==> src/rtl/pw_pkg.sv <==
// pw_pkg: shared constants and types for the predicated window sequencer.
// Assumes a 4-bit condition code whose upper three bits select a flag
// test and whose low bit selects that test or its opposite.
package pw_pkg;
    localparam int COND_W    = 4;
    localparam int TEST_W    = COND_W - 1;
    localparam int MAX_EXTRA = 3;
    localparam int TAIL_W    = MAX_EXTRA + 2;
    localparam int ST_W      = TEST_W + TAIL_W;
    localparam int LEN_W     = $clog2(MAX_EXTRA + 1);
    localparam int FLAG_W    = 4;

    localparam logic [COND_W-1:0] COND_ALWAYS = COND_W'(4'hE);

    typedef enum logic [TEST_W-1:0] {
        TST_Z      = 3'd0,
        TST_C      = 3'd1,
        TST_N      = 3'd2,
        TST_V      = 3'd3,
        TST_HI     = 3'd4,
        TST_GE     = 3'd5,
        TST_GT     = 3'd6,
        TST_ALWAYS = 3'd7
    } test_e;

    typedef struct packed {
        logic [TEST_W-1:0] test;
        logic [TAIL_W-1:0] tail;
    } pw_state_t;
endpackage

==> src/rtl/pw_pack.sv <==
// pw_pack: turns a base condition and then/else pattern into the packed
// window state. Purely combinational. Assumes pat_len counts covered
// instructions beyond the first; larger values are clamped to MAX_EXTRA.
module pw_pack
    import pw_pkg::*;
(
    input  logic [COND_W-1:0]    load_cond,
    input  logic [LEN_W-1:0]     pat_len,
    input  logic [MAX_EXTRA-1:0] pat_else,
    output pw_state_t            packed_st,
    output logic                 bad_always
);
    logic [LEN_W-1:0]     len_eff;
    logic [MAX_EXTRA-1:0] live;

    // Clamp the requested length to the slots that exist.
    always_comb begin
        if (pat_len > LEN_W'(MAX_EXTRA)) len_eff = LEN_W'(MAX_EXTRA);
        else                             len_eff = pat_len;
    end

    // Mark which pattern slots are inside the requested length.
    for (genvar k = 0; k < MAX_EXTRA; k++) begin : g_live
        assign live[k] = (LEN_W'(k) < len_eff);
    end

    // Build the tail: current low bit, live low bits, stop marker, zeros.
    always_comb begin
        packed_st.test             = load_cond[COND_W-1:1];
        packed_st.tail             = '0;
        packed_st.tail[TAIL_W-1]   = load_cond[0];
        for (int k = 0; k < MAX_EXTRA; k++) begin
            if (live[k]) packed_st.tail[TAIL_W-2-k] = load_cond[0] ^ pat_else[k];
        end
        packed_st.tail[TAIL_W-2-int'(len_eff)] = 1'b1;
    end

    // An always base may not ask for an inverted slot.
    assign bad_always = (load_cond == COND_ALWAYS) && |(pat_else & live);
endmodule

==> src/rtl/pw_track.sv <==
// pw_track: holds the packed window state and advances it on each issued
// instruction. Assumes load_ok is only raised when no window is open.
module pw_track
    import pw_pkg::*;
(
    input  logic      clk,
    input  logic      rst_n,
    input  logic      load_ok,
    input  pw_state_t load_st,
    input  logic      issue,
    output pw_state_t st,
    output logic      in_blk,
    output logic      last
);
    // Window is open while the stop marker sits below the current bit.
    assign in_blk = |st.tail[TAIL_W-2:0];
    // Current instruction is the final one when the marker is next in line.
    assign last   = in_blk && (st.tail[TAIL_W-3:0] == '0);

    // State register: load, shift on issue, clear after the final one.
    always_ff @(posedge clk) begin
        if (!rst_n) begin
            st <= '0;
        end else if (load_ok) begin
            st <= load_st;
        end else if (issue && in_blk) begin
            if (last) st <= '0;
            else      st.tail <= {st.tail[TAIL_W-2:0], 1'b0};
        end
    end

    AST_LAST_EXIT: assert property (@(posedge clk) disable iff (!rst_n)
        (in_blk && last && issue && !load_ok) |=> !in_blk);

    AST_HOLD_NO_ISSUE: assert property (@(posedge clk) disable iff (!rst_n)
        (in_blk && !issue && !load_ok) |=> ($stable(st) && in_blk));

    AST_TEST_KEPT: assert property (@(posedge clk) disable iff (!rst_n)
        (in_blk && !last && issue && !load_ok) |=> (in_blk && st.test == $past(st.test)));
endmodule

==> src/rtl/pw_eval.sv <==
// pw_eval: decides whether a condition code passes on the given flags.
// Combinational. Assumes flags are ordered N, Z, C, V from the top bit.
module pw_eval
    import pw_pkg::*;
(
    input  logic [COND_W-1:0] cond,
    input  logic [FLAG_W-1:0] nzcv,
    output logic              pass
);
    logic  fn, fz, fc, fv;
    logic  raw;
    test_e tsel;

    assign {fn, fz, fc, fv} = nzcv;
    assign tsel = test_e'(cond[COND_W-1:1]);

    // Base flag test selected by the upper condition bits.
    always_comb begin
        unique case (tsel)
            TST_Z:      raw = fz;
            TST_C:      raw = fc;
            TST_N:      raw = fn;
            TST_V:      raw = fv;
            TST_HI:     raw = fc && !fz;
            TST_GE:     raw = (fn == fv);
            TST_GT:     raw = !fz && (fn == fv);
            TST_ALWAYS: raw = 1'b1;
            default:    raw = 1'b1;
        endcase
    end

    // Low bit inverts every test except the always group.
    assign pass = (tsel == TST_ALWAYS) ? 1'b1 : (raw ^ cond[0]);
endmodule

==> src/rtl/pred_window_seq.sv <==
// pred_window_seq: predicated instruction window sequencer. Accepts a
// base condition plus then/else pattern, supplies each following issued
// instruction with its condition, and flags illegal loads. Assumes at most
// one load and one issue per cycle; flags are valid in the issue cycle.
module pred_window_seq
    import pw_pkg::*;
(
    input  logic                 clk,
    input  logic                 rst_n,
    input  logic                 load_valid,
    input  logic [COND_W-1:0]    load_cond,
    input  logic [LEN_W-1:0]     pat_len,
    input  logic [MAX_EXTRA-1:0] pat_else,
    input  logic                 issue,
    input  logic [FLAG_W-1:0]    flags_nzcv,
    output logic                 in_block,
    output logic [COND_W-1:0]    cur_cond,
    output logic                 cond_pass,
    output logic                 nest_err,
    output logic                 always_err
);
    pw_state_t packed_st;
    pw_state_t st;
    logic      bad_always;
    logic      in_blk;
    logic      last;
    logic      load_ok;
    logic      eval_pass;

    pw_pack u_pack (
        .load_cond  (load_cond),
        .pat_len    (pat_len),
        .pat_else   (pat_else),
        .packed_st  (packed_st),
        .bad_always (bad_always)
    );

    // Accept a load only outside a window and with a legal pattern.
    assign load_ok = load_valid && !in_blk && !bad_always;

    pw_track u_track (
        .clk     (clk),
        .rst_n   (rst_n),
        .load_ok (load_ok),
        .load_st (packed_st),
        .issue   (issue),
        .st      (st),
        .in_blk  (in_blk),
        .last    (last)
    );

    // Unpack the current condition; outside a window report always.
    assign cur_cond = in_blk ? {st.test, st.tail[TAIL_W-1]} : COND_ALWAYS;
    assign in_block = in_blk;

    pw_eval u_eval (
        .cond (cur_cond),
        .nzcv (flags_nzcv),
        .pass (eval_pass)
    );

    // Outside a window every instruction executes.
    assign cond_pass = in_blk ? eval_pass : 1'b1;

    // One-cycle error pulses for rejected loads.
    always_ff @(posedge clk) begin
        if (!rst_n) begin
            nest_err   <= 1'b0;
            always_err <= 1'b0;
        end else begin
            nest_err   <= load_valid && in_blk;
            always_err <= load_valid && !in_blk && bad_always;
        end
    end

    AST_LOAD_ENTERS: assert property (@(posedge clk) disable iff (!rst_n)
        load_ok |=> (in_block && cur_cond == $past(load_cond)));

    AST_NEST_FLAG: assert property (@(posedge clk) disable iff (!rst_n)
        (load_valid && in_block) |=> (nest_err && !always_err));

    AST_NEST_IGNORED: assert property (@(posedge clk) disable iff (!rst_n)
        (load_valid && in_block && !issue) |=> $stable(cur_cond));

    AST_ALWAYS_REJECT: assert property (@(posedge clk) disable iff (!rst_n)
        (load_valid && !in_block && load_cond == COND_ALWAYS && bad_always) |=> (!in_block && always_err));

    AST_OUTSIDE_PASS: assert property (@(posedge clk) disable iff (!rst_n)
        !in_block |-> cond_pass);
endmodule

==> config.mk <==
export PLATFORM = sky130hd
export DESIGN_NAME = pred_window_seq
export DESIGN_NICKNAME = d
export VERILOG_FILES = /design/src/rtl/pw_pkg.sv /design/src/rtl/pw_pack.sv /design/src/rtl/pw_track.sv /design/src/rtl/pw_eval.sv /design/src/rtl/pred_window_seq.sv
export SDC_FILE = /design/constraint.sdc
export NUM_CORES = 1
export LEC_CHECK = 0
export ABC_AREA = 0
export BUFFER_PORTS_ARGS = -buffer_cell sky130_fd_sc_hd__buf_2
export CORE_MARGIN = 3
export CORE_UTILIZATION = 30
export DETAILED_ROUTE_END_ITERATION = 7
export HOLD_SLACK_MARGIN = 0.1
export SYNTH_ARGS = -nofsm -noshare
export SYNTH_HDL_FRONTEND = slang
export SYNTH_SLANG_ARGS = --single-unit
==> constraint.sdc <==
create_clock -name clk -period 1.9 [get_ports clk]
set_clock_uncertainty 0.15 [all_clocks]
set_input_delay 0.285 -clock clk [delete_from_list [all_inputs] [get_ports clk]]
set_output_delay 0.285 -clock clk [all_outputs]
set_load 0.05 [all_outputs]
Word level (Yosys, flattened, before mapping)
Index checks and enable logic that the tools add are counted.
{ "word_totals": {"elab_cells": 60, "out_inout_bits": 8, "ff_bits": 10, "input_bits": 17} }
{ "op_classes": {"magnitude_cmp": 6, "reduce_logical": 20, "muxes": 14, "add_sub_neg": 1, "bitwise": 6, "eq_ne": 9} }
{ "op_table": {"columns": ["op", "n"], "rows": [
  [">= comparator 32 x 1 -> 1 bit (second input constant)", 1],
  ["less-than comparator 32 x 5 -> 1 bit (second input constant)", 1],
  ["2-to-1 mux 8 bit", 2],
  ["== test 3 bit (second input constant)", 4],
  ["logical AND 1 bit", 10],
  ["case mux 1 bit (8 select lines)", 1],
  ["== test 3 x 2 -> 1 bit (second input constant)", 2],
  ["zero test 3 bit", 2],
  ["2-to-1 mux 1 bit", 6],
  ["2-to-1 mux 5 bit", 1],
  ["bitwise OR 5 bit", 1],
  ["== test 4 bit (second input constant)", 1],
  ["less-than comparator 1 x 2 -> 1 bit (first input constant)", 2],
  ["2-to-1 mux 4 bit", 1],
  ["nonzero test 2 bit", 2],
  ["OR reduction 4 bit", 1],
  ["bitwise XOR 1 bit", 4],
  ["bitwise AND 3 bit", 1],
  ["demux 1 bit (select 3 bit)", 1],
  ["== test 3 x 1 -> 1 bit (second input constant)", 1],
  ["zero test 1 bit", 3],
  ["2-to-1 mux 3 bit", 1],
  ["OR reduction 3 bit", 1],
  ["subtractor 2 x 2 -> 3 bit (first input constant)", 1],
  ["other kinds (5)", 5]
]} }

Longest topological paths before layout
Gate-level depths: netlist of the first run.
{ "depth": {"word_depth": 10, "ltp_mapped": 6, "mapped_depth_nobuf": 6} }

Modules after synthesis
A second synthesis of the first run with hierarchy kept.
{ "unflattened": {"hier_cells": 89, "area_unflattened_um2": 740.7} }
{ "modules_own_cells": {"columns": ["mod", "instances", "cells_each", "seq_area_each_um2", "area_per_inst_um2"], "rows": [
  ["pw_track", 1, 44, 160.2, 381.6],
  ["pw_eval", 1, 18, 0.0, 147.6],
  ["pw_pack", 1, 17, 0.0, 113.9],
  ["pred_window_seq", 1, 10, 40.0, 97.6]
]} }

Worst setup path after synthesis of the first run
Ideal clock, no wire load.
{ "synth_path": {"path_kind": "register -> output", "start": "register u_track.st[3] (netlist name)", "end": "output cond_pass", "t_arrival_ps": 2232, "path_slack_ps": -767, "n_path_buf": 0, "stages_incl_launch_ff": 7, "t_required_ps": 1465, "cell_sequence": "dfxtp_1 > nor4_4 > inv_2 > nand2b_2 > or4_4 > o2111a_1 > nor2_1"} }
{ "synth_between": {"elab_chain_len": 7, "word_cells_on_any_way": 14, "classes_between": "7 x eq/ne; 4 x mux; 1 x bitwise; 2 x reduce/logical"} }
{ "synth_lines": {"columns": ["item", "line_no", "source"], "rows": [
  ["OR reduction 4 bit *", "pw_track.sv:16", "assign in_blk = |st.tail[TAIL_W-2:0];"],
  ["named net in_block", "pred_window_seq.sv:16", "output logic in_block,"],
  ["2-to-1 mux 4 bit *", "pred_window_seq.sv:53", "assign cur_cond = in_blk ? {st.test, st.tail[TAIL_W-1]} : COND_ALWAYS;"],
  ["named net cur_cond[1]", "pred_window_seq.sv:17", "output logic [COND_W-1:0] cur_cond,"],
  ["== test 3 bit, or another cell as far along", "pw_eval.sv:19, pw_eval.sv:33", null],
  ["case mux 1 bit (8 select lines)", "pw_eval.sv:19", "unique case (tsel)"],
  ["bitwise XOR 1 bit", "pw_eval.sv:33", "assign pass = (tsel == TST_ALWAYS) ? 1'b1 : (raw ^ cond[0]);"],
  ["2-to-1 mux 1 bit *", "pw_eval.sv:33", null],
  ["2-to-1 mux 1 bit *", "pred_window_seq.sv:63", "assign cond_pass = in_blk ? eval_pass : 1'b1;"],
  ["end: declaration", "pred_window_seq.sv:18", "output logic cond_pass,"]
]} }
Mark *: on every way through the listed nets, which the timed path passes. The rest lies on a longest branch.

Worst setup path in the final report of the first run
{ "layout_path": {"start": "register u_track.st[3] (netlist name)", "end": "output cond_pass"} }
{ "layout_between": {"elab_chain_len": 7, "word_cells_on_any_way": 14, "classes_between": "7 x eq/ne; 4 x mux; 1 x bitwise; 2 x reduce/logical"} }
{ "layout_lines": {"columns": ["item", "line_no"], "rows": [
  ["OR reduction 4 bit *", "pw_track.sv:16"],
  ["2-to-1 mux 4 bit", "pred_window_seq.sv:53"],
  ["== test 3 bit, or another cell as far along", "pw_eval.sv:19, pw_eval.sv:33"],
  ["case mux 1 bit (8 select lines)", "pw_eval.sv:19"],
  ["bitwise XOR 1 bit", "pw_eval.sv:33"],
  ["2-to-1 mux 1 bit", "pw_eval.sv:33"],
  ["2-to-1 mux 1 bit *", "pred_window_seq.sv:63"]
]} }
Every way passes the cells marked *; elsewhere a longest branch is shown, timed or not.

==> flow_metrics.tcl, run 1 <==
set metrics [dict create \
    cp_num_cells 7 \
    worstSkewPairLatency_ns 0.27 \
    rows 16 \
    crit_end "cond_pass" \
    core_mm2 0.002022 \
    cts_tree "yes" \
    cts_buffers 3 \
    ys_seq_area_share_pct 30.25 \
    htreeDepth 1 \
    placed_area_um2 939.7 \
    cp_num_buf_inv 2 \
    final_common_cell "buf_2" \
    hold_viol_final 0 \
    worstRegToRegCells 8 \
    status "complete, but fails checks" \
    syn-mean-instance-area_um2 8.378 \
    cp-end-kind "output pin" \
    gp_congestion 0.7703 \
    port_buffers 24 \
    ant_nets 0 \
    diodes 0 \
    clock-sinks 10 \
    pin_count 25 \
    grt_pass1_vias 680 \
    ys.flop_type "dfxtp_1" \
    crit_family "simple AND/OR/NAND/NOR gates" \
    synth_nets 96 \
    dp_hpwl_um 1446 \
    postLayoutSetupSlackWorst_ns -0.2760 \
    drive_above_1_share_pct 48.74 \
    setup_tns_ns -0.9195 \
    layout_common_cells "buf_2 (19), buf_4 (15), nand2_1 (8)" \
    slew_violations 0 \
    ys_warn_count 0 \
    root_buffer "clkbuf_4" \
    clk_path_buf_depth 2 \
    num_vias 744 \
    fp.dieArea_mm2 0.002806 \
    antenna_found_initial 0 \
    maxSlewHeadroom_pct 73.33 \
    ir_worst_vdd_mv 0.5749 \
    r2r_end "u_track.st[4]$_SDFFE_PN0P_" \
    max_freq_mhz 459.6 \
    grt_setup_unrepaired "yes" \
    synth-seq-cells 10 \
    die_w_um 52.97 \
    start_kind "flop" \
    crit_type "reg -> out" \
    crit_arrival_ns 1.74 \
    cpPeakStageDelay_ns 0.42 \
    wl_per_cell_um 11.84 \
    ys_async_sr_fraction_pct 0 \
    crit_slowest_cell "or4_4" \
    drt-initial-drc-count 20 \
    grt_overflow 0 \
    cp_cell_sequence "nor4_4 > bufinv_8 > nand2b_4 > or4_4 > o2111a_1 > nor2_4 > buf_8" \
    fin_util_pct 51.42 \
    remaining_drc_errors 0 \
    yosys-top-cells-area "dfxtp_1 (30%), nand3_1 (5.3%), mux2i_1 (4.5%)" \
    max-cap-violations 0 \
    tightest_slew_ns 0.3994 \
    crit_start "u_track.st[3]$_SDFFE_PN0P_" \
    rr_startpoint "u_track.st[3]$_SDFFE_PN0P_" \
    nets 137 \
    syn_to_final_growth_pct 57.09 \
    required_ns 1.46 \
    period_share_pct 114.5 \
    synth_top_cell_area_share_pct 30.25 \
    path_max_fanout 2 \
    detail_route.first_pass.iterations 4 \
    synth_cell_types 38 \
    syn_inst 79 \
    initial_core_util_pct 32.74 \
    routed_via_density 5.096 \
    grt_max_degree 10 \
    rrSetupSlack_ns 0.25 \
    setup_viol 5 \
    hp-class "in -> reg" \
    track_usage_pct 13.57 \
    clkTransAtPathRegs_ns 0.07 \
    dieHeight_um 52.97 \
    fin_crit_ns 2.176 \
    synth_edf_count 0 \
    violations "setup timing" \
    grt_pass1_wl_um 2766 \
    p_per_area_mw_per_mm2 920.4 \
    syn_area_um2 661.9 \
    final_area_mm2 0.001040 \
    finalWirelength_um 1729 \
    p_leak_uw 0.0004764 \
    netlist.top_cell.by_area "dfxtp_1" \
]
## through the flow
step                      power, µW  hold slack (ns)  instances  setup WS (ns)
after floorplan               554.1           0.2668         79        -0.1884
after global placement        694.7           0.3982        141       -0.07789
after detailed placement      701.0           0.3997        141        -0.1034
after CTS                     959.7           0.1113        147        -0.2910
after global routing           1004           0.1194        146        -0.3330
final                         957.0           0.1137        146        -0.2760
## worst min-delay path by stage
| stage | cells after the start | slack, ns | to | from |
|---|---|---|---|---|
| finish | 3 | 0.11 | u_track.st[7]$_SDFFE_PN0P_ | load_cond[3] |
| CTS | 3 | 0.11 | u_track.st[6]$_SDFFE_PN0P_ | load_cond[2] |
| global placement | 3 | 0.40 | u_track.st[7]$_SDFFE_PN0P_ | load_cond[3] |
| detailed placement | 3 | 0.40 | u_track.st[6]$_SDFFE_PN0P_ | load_cond[2] |
| global route | 3 | 0.12 | u_track.st[6]$_SDFFE_PN0P_ | load_cond[2] |
| floorplan | 2 | 0.27 | always_err$_SDFF_PN0_ | load_valid |
## cells in the mapped netlist (all sizes together), types with 2 or more instances
| library cell | instances |
|---|---|
| o211ai | 2 |
| nand2 | 8 |
| buf | 2 |
| xnor2 | 3 |
| nand2b | 3 |
| o22ai | 2 |
| or2b | 2 |
| mux2i | 3 |
| o21ai | 5 |
| dfxtp | 10 |
| nor4 | 2 |
| a211o | 2 |
| nand3 | 7 |
| clkbuf | 2 |
| a31oi | 3 |
| a21oi | 3 |
| nor2 | 3 |
| inv | 2 |
## final cells by class
class	instances	area (µm²)
multi-input combinational	63	457.9
fill	198	982.2
sequential	10	207.7
tap	27	33.78
timing repair buffer	40	282.8
clock buffer	4	36.28
inverter	2	21.27
## report_power, final
group	internal [µW]	switching, µW
Clock	116	77.3
Combinational	245	266
Sequential	230	22.5
## tightest hold or removal path, cell delays in order
cell	delay, ns
buf_2	0.10
nand2_1	0.04
o21ai_0	0.06
## layer usage
metal | track usage, % | vias up | routed length [µm]
li1 | - | 376 | -
met1 | 13.80 | 334 | 674
met2 | 26.03 | 32 | 903
met3 | 3.380 | 2 | 142
met4 | 5.106 | 0 | 9
met5 | 0 | - | 0
## kinds of logic after synthesis
group | Yosys count | synth area share (%)
AND/OR/NAND/NOR | 33 | 30.06
flip-flops | 10 | 30.25
AO/OA/AOI/OAI | 23 | 25.33
multiplexers | 3 | 4.537
buffers and inverters | 6 | 4.536
XOR/XNOR | 4 | 5.294
## flip-flops by register name, indices dropped and copies added, names as in the netlist
name / count
always_err: 1
nest_err: 1
u_track.st: 8
## timing repair
action                                  CTS  global route
endpoints found under the setup margin    5             6
pin swaps                                 1             2
resized for setup                        14             4
hold buffers                              0             0
setup buffers                             2             1
gates cloned                              0             0
No activity file was read; power rests on OpenSTA's default activity.
==> run 2, diff against run 1 <==
Settings changed: SYNTH_HIERARCHICAL from default to 1.
==> run 2 against run 1 <==
The flow still finishes with violations (setup timing). Maximum frequency decreased by 22%. Synthesized cell count increased by 11%. Sequential power decreased by 7%. Design area increased by 6.7%. Count of clock-buffer cells in the layout decreased by 1.
==> flow_metrics.tcl, run 2 <==
set metrics [dict create \
    initial_core_util_pct 32.27 \
    remaining_drc_errors 0 \
    period_share_pct 146.8 \
    port_buffers 24 \
    syn-mean-instance-area_um2 8.346 \
    worstSkewPairLatency_ns 0.26 \
    die_w_um 55.48 \
    start_kind "flop" \
    dieHeight_um 55.48 \
    synth_nets 105 \
    max-cap-violations 0 \
    dp_hpwl_um 1366 \
    cp-end-kind "output pin" \
    grt_pass1_wl_um 3056 \
    layout.cells.non_filler 156 \
    num_vias 790 \
    fin_hold_ws_ns 0.1429 \
    tightest_slew_ns 0.3812 \
    crit_type "reg -> out" \
    largest_reg_flops 8 \
    fp.dieArea_mm2 0.003078 \
    htreeDepth 1 \
    maxSlewHeadroom_pct 74.59 \
    postLayoutSetupSlackWorst_ns -0.8885 \
    cts_buffers 3 \
    clkTransAtPathRegs_ns 0.06 \
    worstRegToRegCells 8 \
    clock-sinks 10 \
    max_freq_mhz 358.6 \
    track_usage_pct 12.25 \
    fin_crit_ns 2.789 \
    detail_route.first_pass.iterations 4 \
    hold_viol_final 0 \
    required_ns 1.46 \
    wl_per_cell_um 11.53 \
    rows 17 \
    final_common_cell "buf_2" \
    diodes 0 \
    regMostFlops "u_track/st" \
    drive_above_1_share_pct 49.22 \
    path_max_fanout 4 \
    ant_nets 0 \
    violations "setup timing" \
    core_mm2 0.002276 \
    grt_overflow 0 \
    place_ws_ns -0.7043 \
    grt_max_degree 9 \
    whs_endpoint "u_track/st[7]$_SDFFE_PN0P_" \
    ys_warn_count 6 \
    finalWirelength_um 1799 \
    rr_startpoint "u_track/st[3]$_SDFFE_PN0P_" \
    syn_area_um2 734.5 \
    gp_congestion 0.7090 \
    antenna_found_initial 0 \
    layout_common_cells "buf_2 (18), buf_4 (15), dfxtp_1 (9)" \
    hp-class "in -> reg" \
    ir_worst_vdd_mv 0.4925 \
    status "complete, but fails checks" \
    routed_via_density 5.064 \
    place_inst 148 \
    syn_inst 88 \
    pin_count 25 \
    clk_path_buf_depth 2 \
    crit_arrival_ns 2.35 \
    min_from "load_cond[3]" \
    p_leak_uw 0.0004981 \
    fillerInstances 215 \
    crit_start "u_track/st[3]$_SDFFE_PN0P_" \
    slew_violations 0 \
    p_per_area_mw_per_mm2 876.8 \
    r2r_end "u_track/st[2]$_SDFFE_PN0P_" \
    nets 147 \
    root_buffer "clkbuf_4" \
    rrSetupSlack_ns -0.33 \
    cts_tree "yes" \
    setup_viol 14 \
    total_power_uw 973.0 \
    syn_to_final_growth_pct 51.11 \
    reg_top3 "u_track/st x8, always_err x1, nest_err x1" \
    grt_setup_unrepaired "yes" \
    drt-initial-drc-count 25 \
    grt_pass1_vias 707 \
    hold_buffers 0 \
    min_delay_path_depth 3 \
]
==> run 2: layer usage <==
layer	global-route usage [%]	vias up	routed length, µm
met4	6.250	0	0
met3	2.804	0	101
li1	-	400	-
met5	0	-	0
met2	20.61	29	907
met1	14.39	361	790
==> run 2: worst max-delay path by stage <==
stage	to	slack, ns	depth (start not counted)
after CTS	cond_pass	-0.89	8
after global placement	cond_pass	-0.68	8
after global routing	cond_pass	-0.97	8
final	cond_pass	-0.89	8
after floorplan	cond_pass	-0.79	7
after detailed placement	cond_pass	-0.70	8
==> run 2: cell type report <==
class	instances	area (µm²)	share of cell area, %
Inverter	3	11.26	1.015
Multi-Input combinational cell	70	531.8	47.91
Clock buffer	3	22.52	2.029
Timing Repair Buffer	42	307.8	27.73
Tap cell	28	35.03	3.157
Sequential cell	10	201.4	18.15
==> run 2: report_power, final <==
part	leakage (µW)	switching (µW)	total, µW	internal (µW)
sequential	0.0000821	8.40	236	228
combinational	0.000402	308	600	292
clock	0.0000138	64.0	137	72.7
total	0.000498	380	973	593
==> run 2: critical path: stages, from the launching register on <==
cell	delay [ns]
dfxtp_2	0.32
or4_4	0.59
nand2b_4	0.11
or4b_1	0.45
o211ai_2	0.12
o41a_2	0.16
o211ai_2	0.07
nand2b_4	0.14
buf_6	0.14
==> run 2: through the flow <==
stage | util (%) | area (µm²) | TNS [ns]
2_1_floorplan | - | 767.0 | -2.758
3_3_place_gp | 43.27 | 984.7 | -1.445
3_5_place_dp | 43.27 | 984.7 | -1.692
4_1_cts | 47.72 | 1086 | -4.130
5_1_grt | 48.76 | 1110 | -5.002
6_report | 48.76 | 1110 | -3.938
==> run 2: repair_timing <==
item | in CTS | in global routing
endpoints found under the setup margin | 14 | 14
pin swaps | 3 | 2
setup buffers | 3 | 1
resized for setup | 16 | 6
gates cloned | 1 | 0
